$ cat src/rtl/alu16_pkg.sv
package alu16_pkg;
  localparam int INSTR_W = 16;
  localparam int OPC_W   = 4;

  localparam logic [OPC_W-1:0] OPC_ADD = 4'b0001;
  localparam logic [OPC_W-1:0] OPC_AND = 4'b0101;
  localparam logic [OPC_W-1:0] OPC_NOT = 4'b1001;

  typedef enum logic [1:0] {
    K_NONE = 2'd0,
    K_ADD  = 2'd1,
    K_AND  = 2'd2,
    K_NOT  = 2'd3
  } alu_kind_e;
endpackage

$ cat src/rtl/alu16_decode.sv
module alu16_decode
  import alu16_pkg::*;
#(
  parameter int DATA_W = 16,
  parameter int IDX_W  = 3,
  parameter int IMM_W  = 5
) (
  input  logic [INSTR_W-1:0] instr,
  output alu_kind_e          kind,
  output logic               use_imm,
  output logic [DATA_W-1:0]  imm_ext,
  output logic [IDX_W-1:0]   dest_idx,
  output logic [IDX_W-1:0]   a_idx,
  output logic [IDX_W-1:0]   b_idx
);
  localparam int OPC_LO  = INSTR_W - OPC_W;
  localparam int DEST_LO = OPC_LO - IDX_W;
  localparam int A_LO    = DEST_LO - IDX_W;
  localparam int MODE_B  = IMM_W;
  localparam int EXT_W   = DATA_W - IMM_W;

  logic [OPC_W-1:0] opc;
  logic [IMM_W:0]   low_bits;

  assign opc      = instr[INSTR_W-1:OPC_LO];
  assign low_bits = instr[MODE_B:0];
  assign use_imm  = instr[MODE_B];
  assign dest_idx = instr[DEST_LO +: IDX_W];
  assign a_idx    = instr[A_LO +: IDX_W];
  assign b_idx    = instr[IDX_W-1:0];
  assign imm_ext  = {{EXT_W{instr[IMM_W-1]}}, instr[IMM_W-1:0]};

  always_comb begin
    kind = K_NONE;
    unique case (opc)
      OPC_ADD: kind = K_ADD;
      OPC_AND: kind = K_AND;
      OPC_NOT: kind = (&low_bits) ? K_NOT : K_NONE;
      default: kind = K_NONE;
    endcase
  end
endmodule

$ cat src/rtl/alu16_exec.sv
module alu16_exec
  import alu16_pkg::*;
#(
  parameter int DATA_W = 16
) (
  input  alu_kind_e         kind,
  input  logic              use_imm,
  input  logic [DATA_W-1:0] imm_ext,
  input  logic [DATA_W-1:0] a_val,
  input  logic [DATA_W-1:0] b_val,
  output logic              wr,
  output logic [DATA_W-1:0] res
);
  logic [DATA_W-1:0] opnd_b;

  assign opnd_b = use_imm ? imm_ext : b_val;

  always_comb begin
    wr  = 1'b1;
    res = '0;
    unique case (kind)
      K_ADD:   res = a_val + opnd_b;
      K_AND:   res = a_val & opnd_b;
      K_NOT:   res = ~a_val;
      default: wr  = 1'b0;
    endcase
  end
endmodule

$ cat src/rtl/alu16_flags.sv
module alu16_flags #(
  parameter int DATA_W = 16
) (
  input  logic              clk,
  input  logic              rst,
  input  logic              upd,
  input  logic [DATA_W-1:0] value,
  output logic [2:0]        cc
);
  logic [2:0] next_cc;

  always_comb begin
    if (value == '0)            next_cc = 3'b010;
    else if (value[DATA_W-1])   next_cc = 3'b100;
    else                        next_cc = 3'b001;
  end

  always_ff @(posedge clk) begin
    if (rst)      cc <= 3'b010;
    else if (upd) cc <= next_cc;
  end

  assert_reset_zero_R1: assert property (@(posedge clk) rst |=> cc == 3'b010);

  assert_flags_onehot_R7: assert property (@(posedge clk) disable iff (rst)
    $countones(cc) == 1);

  assert_flags_follow_R7: assert property (@(posedge clk) disable iff (rst)
    upd |=> (cc[2] == $past(value[DATA_W-1])) && (cc[1] == ($past(value) == '0)));
endmodule

$ cat src/rtl/alu16_cc_unit.sv
module alu16_cc_unit
  import alu16_pkg::*;
#(
  parameter int DATA_W = 16,
  parameter int IDX_W  = 3,
  parameter int IMM_W  = 5
) (
  input  logic               clk,
  input  logic               rst,
  input  logic               in_valid,
  output logic               in_ready,
  input  logic [INSTR_W-1:0] instr,
  output logic [IDX_W-1:0]   src_a_idx,
  output logic [IDX_W-1:0]   src_b_idx,
  input  logic [DATA_W-1:0]  src_a_data,
  input  logic [DATA_W-1:0]  src_b_data,
  output logic               out_valid,
  input  logic               out_ready,
  output logic               out_wr,
  output logic [IDX_W-1:0]   out_dest,
  output logic [DATA_W-1:0]  out_result,
  output logic [2:0]         cc_flags
);
  alu_kind_e         kind;
  logic              use_imm;
  logic [DATA_W-1:0] imm_ext;
  logic [IDX_W-1:0]  dest_idx;
  logic              exec_wr;
  logic [DATA_W-1:0] exec_res;
  logic              fire;

  alu16_decode #(.DATA_W(DATA_W), .IDX_W(IDX_W), .IMM_W(IMM_W)) u_dec (
    .instr(instr), .kind(kind), .use_imm(use_imm), .imm_ext(imm_ext),
    .dest_idx(dest_idx), .a_idx(src_a_idx), .b_idx(src_b_idx)
  );

  alu16_exec #(.DATA_W(DATA_W)) u_exec (
    .kind(kind), .use_imm(use_imm), .imm_ext(imm_ext),
    .a_val(src_a_data), .b_val(src_b_data), .wr(exec_wr), .res(exec_res)
  );

  assign in_ready = !out_valid || out_ready;
  assign fire     = in_valid && in_ready;

  alu16_flags #(.DATA_W(DATA_W)) u_flags (
    .clk(clk), .rst(rst), .upd(fire && exec_wr), .value(exec_res), .cc(cc_flags)
  );

  always_ff @(posedge clk) begin
    if (rst) begin
      out_valid  <= 1'b0;
      out_wr     <= 1'b0;
      out_dest   <= '0;
      out_result <= '0;
    end else if (fire) begin
      out_valid  <= 1'b1;
      out_wr     <= exec_wr;
      out_dest   <= dest_idx;
      out_result <= exec_res;
    end else if (out_ready) begin
      out_valid  <= 1'b0;
    end
  end

  assert_stall_hold_R8: assert property (@(posedge clk) disable iff (rst)
    (out_valid && !out_ready) |=> (out_valid && $stable(out_wr) &&
                                   $stable(out_dest) && $stable(out_result)));

  assert_flags_hold_R6: assert property (@(posedge clk) disable iff (rst)
    !(fire && exec_wr) |=> $stable(cc_flags));

  assert_not_result_R5: assert property (@(posedge clk) disable iff (rst)
    (fire && instr[INSTR_W-1 -: OPC_W] == OPC_NOT && (&instr[IMM_W:0]))
      |=> (out_wr && out_result == ~$past(src_a_data)));

  assert_dest_field_R2: assert property (@(posedge clk) disable iff (rst)
    (fire && exec_wr) |=> (out_dest == $past(instr[11:9])));
endmodule

$ cat config.mk
export PLATFORM = sky130hd
export DESIGN_NAME = alu16_cc_unit
export DESIGN_NICKNAME = d
export VERILOG_FILES = /design/src/rtl/alu16_pkg.sv /design/src/rtl/alu16_decode.sv /design/src/rtl/alu16_exec.sv /design/src/rtl/alu16_flags.sv /design/src/rtl/alu16_cc_unit.sv
export SDC_FILE = /design/constraint.sdc
export NUM_CORES = 1
export LEC_CHECK = 0
export BUFFER_PORTS_ARGS = -buffer_cell sky130_fd_sc_hd__buf_2
export CAP_MARGIN = 25
export CORE_ASPECT_RATIO = 1.25
export CORE_MARGIN = 1
export CORE_UTILIZATION = 42
export CTS_CLUSTER_SIZE = 10
export DETAILED_ROUTE_END_ITERATION = 8
export PLACE_DENSITY_LB_ADDON = 0.25
export SETUP_SLACK_MARGIN = 0.1
export SYNTH_ARGS = -nofsm -noshare
export SYNTH_HDL_FRONTEND = slang
export SYNTH_HIERARCHICAL = 1
export SYNTH_SLANG_ARGS = --single-unit
$ cat constraint.sdc
create_clock -name clk -period 10.9 [get_ports clk]
set_input_delay 0.545 -clock clk [delete_from_list [all_inputs] [get_ports clk]]
set_output_delay 0.545 -clock clk [all_outputs]
set_load 0.1 [all_outputs]
After elaboration in Yosys (flattened, before gate mapping)

Cells that the tools add are included.

$add $sub $neg: 1
Eq/ne operators: 6
Multiplexer cells: 9
Bitwise operators: 2
Reduce and logical (&&, ||, !) cells: 8

Operators with widths:

| kind                 | count |
|---|---|
| $pmux W16 S3         | 1 |
| $add A16 B16 Y16     | 1 |
| $and A16 B16 Y16     | 1 |
| $logic_not A16 Y1    | 1 |
| $mux W16             | 1 |
| $not A16 Y16         | 1 |
| $mux W3              | 2 |
| $pmux W2 S3          | 1 |
| $reduce_and A6 Y1    | 1 |
| $eq A2 B2 Y1 const B | 2 |
| $eq A4 B1 Y1 const B | 1 |
| $eq A4 B3 Y1 const B | 1 |
| $eq A4 B4 Y1 const B | 1 |
| $mux W1              | 3 |
| $reduce_or A3 Y1     | 1 |
| $eq A2 B1 Y1 const B | 1 |
| $logic_and A1 B1 Y1  | 2 |
| $mux W2              | 1 |
| $reduce_bool A2 Y1   | 1 |
| $logic_not A1 Y1     | 1 |
| $logic_or A1 B1 Y1   | 1 |

Register bits: 24
Bits of input ports: 52
Output and inout port bits: 31
Word-level logic and storage cells: 31

Depth between registers and ports, before layout

Gate-level depths: netlist (run 1).

Depth in word-level cells: 7
Mapped depth: 15
Mapped depth without buffers: 12

Hierarchy

The synthesis (run 1) kept the hierarchy.

Modules (own cells, without submodules):

| module        | times used | cells each | area an instance (µm²) | sequential area each (µm²) |
|---|---|---|---|---|
| alu16_exec    | 1          | 168        | 1232.4                 | 0.0 |
| alu16_cc_unit | 1          | 96         | 815.8                  | 420.4 |
| alu16_decode  | 1          | 33         | 259.0                  | 0.0 |
| alu16_flags   | 1          | 17         | 142.6                  | 60.1 |

Worst setup path after synthesis (run 1)

Ideal clock, no wire load.

Path type: input port to flip-flop
From: in instr[5]
To: reg u_flags.cc[0]
Library setup time: 0.115 ns
Arrival: 3.864 ns
Required time: 10.785 ns
Path slack: 6.921 ns
Stages on the path: 15
Path buffers: 3
Cells stage by stage: buf_4 -> clkbuf_1 -> clkbuf_1 -> mux2_2 -> ha_1 -> fa_1 -> a21oi_1 -> nor2b_1 -> nor2_1 -> xor2_1 -> mux2i_1 -> a22o_1 -> or4_1 -> or3_1 -> o21a_1

Longest elaborated chain between the ends: 7
Elaborated cells on any way between the ends: 16
Those cells by class: add/sub (1); eq/ne (3); mux (7); bitwise (1); reduce/logical (4)

RTL lines:

| item                                                     | line                | text |
|---|---|---|
| from (decl)                                              | alu16_cc_unit.sv:12 | `input logic [INSTR_W-1:0] instr,` |
| branches (longest 4 deep; another with $add A16 B16 Y16) | -                   |  |
| $pmux W16 S3 (*)                                         | alu16_exec.sv:21    | `unique case (kind)` |
| named net exec_res[4]                                    | alu16_cc_unit.sv:29 | `logic [DATA_W-1:0] exec_res;` |
| $logic_not A16 Y1 (*)                                    | alu16_flags.sv:13   | `if (value == '0) next_cc = 3'b010;` |
| $mux W3 (*)                                              | alu16_flags.sv:13   |  |
| to (signal assigned)                                     | alu16_flags.sv:20   | `else if (upd) cc <= next_cc;` |
| to (decl)                                                | alu16_flags.sv:8    | `output logic [2:0] cc` |

Mark *: on every way through the listed nets, which the timed path passes.
A chain may end at the register's enable or synchronous reset.

Worst setup path in the final report (run 1)

Ends and elaborated chain as after synthesis.

==> flow_metrics.py, run 1 <==
metrics = {
    "status": {
        "status": "completed",
    },
    "grt": {
        "grt_pass1_vias": 2163,
        "grt_pass1_wl_um": 10400,
        "antenna_found_initial": 0,
        "grt_max_degree": 25,
        "grt_use_total": 0.208,
        "grt_overflow": 0,
    },
    "synth": {
        "yosysSeqAreaShare": 0.196,
        "synth-edff-count": 0,
        "synth-seq-cells": 24,
        "syn_inst": 314,
        "synthesis.area_um2": 2450,
        "yosysWarnings": 6,
        "syn_area_per_cell_um2": 7.80,
        "synth_top_area_cell": "dfxtp_1",
        "synth_top_area_share": 0.196,
        "synth.distinct_cells": 54,
        "async_flop_share": 0,
        "yosys-top-cells-area": "dfxtp_1 (20%), buf_4 (8.6%), ha_1 (8.2%)",
        "dominantRegCellSynth": "dfxtp_1",
        "synth_nets": 383,
    },
    "detailed_routing": {
        "highest_layer": "met4",
        "wl_um": 6450,
        "wl_met1_um": 2680,
        "drtIter0Drc": 136,
        "wl_met2_um": 3430,
        "vias": 2403,
        "dr.pass1.iters": 5,
        "antenna_left": 0,
        "post_drt_wl_per_cell_um": 15.6,
        "wl_met3_um": 278,
        "via_per_inst": 5.82,
        "drc": 0,
    },
    "cells_and_area": {
        "area_delta_synth_final_pct": 8.22,
        "drive_above_1_share": 0.307,
        "diodes": 0,
        "fin_nets": 420,
    },
    "floorplanning": {
        "die_area_um2": 6140,
        "num_rows": 30,
        "coreArea_um2": 5520,
        "die_w_um": 70.3,
        "initial_utilization": 0.444,
        "io_pins": 83,
        "dieHeight_um": 87.4,
    },
    "power": {
        "p_per_area_nw_per_um2": 98.7,
        "p_int_mw": 0.158,
        "seqPwrFrac": 0.347,
        "p_sw_mw": 0.104,
        "peakVddDrop_mv": 0.0375,
        "p_leak_nw": 1.14,
        "switching_share": 0.397,
        "p_clk_frac": 0.194,
        "combPwrFrac": 0.459,
    },
    "sta": {
        "setup-violations-final": 0,
        "worst_slew_pin_slew_ns": 0.841,
        "slew_headroom": 0.439,
        "clock.fmax_ghz": 0.275,
        "fin_tns_setup_ns": 0,
        "period_minus_slack_ns": 3.64,
        "final.setup_skew_ns": 0.00437,
        "grt_setup_unrepaired": "no",
        "setup_slack_ns": 7.26,
        "final.period_utilization": 0.334,
        "maxSlewViolCount": 0,
        "hold_violations": 0,
    },
    "clocking": {
        "clk_pin_slew_ns": 0.08,
        "clkLatencyLatePin_ns": 0.26,
        "cts_root_buffer": "clkbuf_8",
        "htree_levels": 1,
        "cts.hold.buffers_added": 0,
        "numClockSinks": 24,
        "numCtsBuffers": 3,
        "clk_path_buf_depth": 2,
        "post_cts_buffers": 0,
        "cts_tree": "built",
        "post_cts_resized": 0,
    },
    "critical_path": {
        "required_ns": 11.07,
        "crit_type": "input port to flip-flop",
        "cp-end-kind": "flip-flop",
        "start_kind": "input port",
        "cp.arrival_ns": 3.81,
        "path_max_fanout": 17,
    },
    "place": {
        "gp_congestion": 0.894,
        "place.port_buffers": 76,
        "dp_hpwl_um": 5010,
        "place_ws_ns": 7.01,
    },
    "run": {
        "maxCapViolations": 0,
    },
    "hold_path": {
        "hold_class": "flip-flop to flip-flop",
    },
}
placed cells by master (no fill, tap or decap), drive strengths merged, types with 5 or more instances in the layout:
cell | Yosys | layout
a21oi | 39 | 39
a22o | 6 | 6
buf | 35 | 77
dfxtp | 24 | 24
ha | 16 | 16
inv | 7 | 7
mux2 | 16 | 16
mux2i | 5 | 5
nand2 | 20 | 20
nand3 | 25 | 25
nor2 | 15 | 15
o21ai | 34 | 34
xnor2 | 6 | 6
xor2 | 6 | 6
layer usage:
layer / track usage / vias to the layer above
met5: 0 / -
met4: 0.0582 / 0
met3: 0.0208 / 5
met2: 0.399 / 78
met1: 0.243 / 1125
li1: - / 1195
worst paths after layout:
| kind | from | slack, ns | to | cells after the start |
|---|---|---|---|---|
| setup / recovery | instr[5] | 7.26 | u_flags/cc[0] | 11 |
| hold / removal | out_dest[0] | 0.48 | out_dest[0] | 2 |
| setup reg to reg | out_valid | 9.06 | u_flags/cc[0] | 7 |
| hold reg to reg | out_dest[0] | 0.48 | out_dest[0] | 2 |
cells by family (layout without fill, tap and decap cells):
kind of cell               Yosys count  count (layout)  synth area share
muxes                               21              21            0.0940
and+or+nand+nor                     81              81             0.169
buffers and inverters               52              87             0.138
adders and majority gates           17              17            0.0899
AOI/OAI and AO/OA                  107             107             0.270
DFF                                 24              24             0.196
xor gates and xnor gates            12              12            0.0429
flip-flops by register name (all words and copies together) (netlist names):
name and flops:
out_result 16, out_dest 3, u_flags/cc 3, out_valid 1
out_wr 1
cell usage after synthesis (2+ instances only):
library cell	instances
and4_1	2
buf_4	28
a311o_1	2
a22o_1	6
o221ai_1	4
or2_2	2
nor2_1	15
inv_1	5
a211oi_1	2
ha_1	16
a21o_1	3
o21ai_1	6
dfxtp_1	24
o211ai_1	4
xor2_1	6
nand3_1	25
inv_2	2
mux2_2	16
nor4_1	2
nor3_1	3
a21oi_1	38
buf_6	3
xnor2_1	6
nand2_1	20
o21ai_0	28
o21a_1	4
buf_2	4
mux2i_1	5
clkbuf_1	8
critical path, cell delays in order:
cell      delay (ns)
buf_2           0.34
mux2_2          0.39
ha_1            0.33
and3_1          0.21
a221oi_2        0.42
xnor2_1         0.12
o211ai_1        0.16
o21ai_0         0.22
or4_1           0.55
or3_1           0.33
o21a_1          0.19
area by class of cell:
class | instances | area [um2]
clock buffers | 3 | 41.3
fillers | 608 | 2870
inverters | 7 | 26.3
multi-input cells | 238 | 1640
flip-flops and latches | 24 | 480
well taps | 64 | 80.1
repair buffers | 77 | 388
stage by stage:
step	instance area [um2]	cells	total power, mW	util	hold WS, ns
detailed placement	2610	410	0.212	0.473	0.466
global placement	2610	410	0.211	0.473	0.456
finish	2650	413	0.262	0.480	0.475
global route	2650	413	0.278	0.480	0.499
floorplan	2450	314	0.197	-	0.614
CTS	2650	413	0.263	0.480	0.477
power by group through the flow:
stage	registers, mW	clock network [mW]	logic [mW]
finish	0.0909	0.0508	0.120
global route	0.0912	0.0559	0.131
global placement	0.0929	0	0.118
detailed placement	0.0930	0	0.119
CTS	0.0909	0.0523	0.120
floorplan	0.110	0	0.0872
Note: power is estimated with default switching activity, not from simulation.
==> inputs of run 2 (changes only) <==
- clock period: 10.9 -> 3.8 ns (I/O delays scaled with it)
==> run 2 against run 1 <==
Against the previous run:
- first-iteration DRC count increased by 29%
- flip-flop and latch count unchanged
- global-route usage decreased by 0.59 points
- via count decreased by 0.75%
- critical endpoint unchanged
- highest routed layer unchanged
==> flow_metrics.py, run 2 (synthesized netlist as in run 1, its figures left out) <==
metrics = {
    "status": {
        "status": "completed",
    },
    "sta": {
        "slew_headroom": 0.632,
        "setup-violations-final": 0,
        "final.setup_skew_ns": 0.00166,
        "maxSlewViolCount": 0,
        "worst_slew_pin_slew_ns": 0.544,
        "clock.fmax_ghz": 0.316,
        "whs_ns": 0.170,
        "hold_violations": 0,
        "grt_setup_unrepaired": "no",
        "final.period_utilization": 0.833,
        "period_minus_slack_ns": 3.17,
        "fin_tns_setup_ns": 0,
    },
    "grt": {
        "grt_pass1_vias": 2150,
        "antenna_found_initial": 0,
        "grt_use_total": 0.203,
        "grt_max_degree": 25,
        "grt_pass1_wl_um": 10000,
        "grt_overflow": 0,
    },
    "cells_and_area": {
        "diodes": 0,
        "largest_reg_flops": 16,
        "area_delta_synth_final_pct": 9.75,
        "layout_commonest_cell": "buf_2",
        "reg_top3": "out_result (16), out_dest (3), u_flags/cc (3)",
        "nFillCells": 573,
        "regMostFlops": "out_result",
        "mostFrequentLayoutCells": "buf_2 (76), a21oi_1 (38), o21ai_0 (28), nand3_1 (25), dfxtp_1 (24)",
        "drive_above_1_share": 0.316,
        "fin_nets": 425,
    },
    "detailed_routing": {
        "post_drt_wl_per_cell_um": 15.2,
        "drtIter0Drc": 176,
        "dr.pass1.iters": 4,
        "antenna_left": 0,
        "wl_um": 6350,
        "drc": 0,
        "vias": 2385,
        "via_per_inst": 5.71,
    },
    "place": {
        "place.port_buffers": 76,
        "dp_hpwl_um": 4990,
        "gp_congestion": 0.901,
    },
    "clocking": {
        "numCtsBuffers": 3,
        "numClockSinks": 24,
        "cts_tree": "built",
        "cts.hold.buffers_added": 0,
        "post_cts_resized": 0,
        "post_cts_buffers": 0,
        "cts_root_buffer": "clkbuf_8",
        "clkLatencyLatePin_ns": 0.26,
        "clk_pin_slew_ns": 0.08,
        "clk_path_buf_depth": 2,
        "htree_levels": 1,
    },
    "run": {
        "maxCapViolations": 0,
    },
    "critical_path": {
        "path_max_fanout": 11,
        "crit_type": "input port to flip-flop",
        "cp.arrival_ns": 3.33,
        "required_ns": 3.97,
        "start_kind": "input port",
        "cp-end-kind": "flip-flop",
    },
    "floorplanning": {
        "coreArea_um2": 5520,
        "initial_utilization": 0.444,
        "die_area_um2": 6140,
        "io_pins": 83,
        "die_w_um": 70.3,
        "num_rows": 30,
        "dieHeight_um": 87.4,
    },
    "power": {
        "p_leak_nw": 1.16,
        "peakVddDrop_mv": 0.0904,
        "p_per_area_nw_per_um2": 280,
    },
    "hold_path": {
        "hold_class": "input port to flip-flop",
    },
}
==> run 2: worst max-delay path, cell delays in order <==
cell and delay [ns]:
buf_2 0.24, mux2_2 0.37, ha_1 0.33, and3_1 0.21
a221oi_2 0.42, xnor2_1 0.11, o211ai_1 0.18, o21ai_0 0.21
or4_1 0.54, or3_1 0.33, o21a_1 0.19
==> run 2: layer usage <==
layer	GRT usage	up-vias	share of wire	wire (um)
met5	0	-	0	0
met4	0.113	0	0.034	217
met3	0.0197	14	0.047	297
met2	0.345	73	0.49	3100
met1	0.249	1076	0.43	2730
li1	-	1222	-	-
==> run 2: through the flow <==
step	std cells	power [mW]	area, um2	utilization	worst slack [ns]
3_5_place_dp	415	0.610	2650	0.480	0.410
4_1_cts	418	0.757	2690	0.487	0.691
3_3_place_gp	415	0.608	2650	0.480	0.437
6_report	418	0.753	2690	0.487	0.634
2_1_floorplan	314	0.565	2450	-	0.176
5_1_grt	418	0.795	2690	0.487	0.466
==> run 2: layout make-up <==
type                            count  area (um2)  area share
Timing Repair Buffer               82         425       0.158
Clock buffer                        3        41.3      0.0154
Inverter                            7        26.3     0.00977
Sequential cell                    24         480       0.179
Multi-Input combinational cell    238        1640       0.608
Tap cell                           64        80.1      0.0298
==> run 2: power by group <==
group	switching (mW)	total (mW)	internal, mW
Clock	0.0759	0.147	0.0709
Sequential	0.00260	0.260	0.258
Combinational	0.220	0.346	0.126
Total	0.298	0.753	0.455
==> run 2: final timing paths <==
| path | from | end | slack, ns | depth (start not counted) |
|---|---|---|---|---|
| worst min-delay path | instr[10] | out_dest[1] | 0.17 | 3 |
| worst max-delay path | instr[5] | u_flags/cc[0] | 0.63 | 11 |
| worst min register to register | out_dest[1] | out_dest[1] | 0.47 | 2 |
| worst max register to register | out_valid | u_flags/cc[0] | 1.95 | 7 |
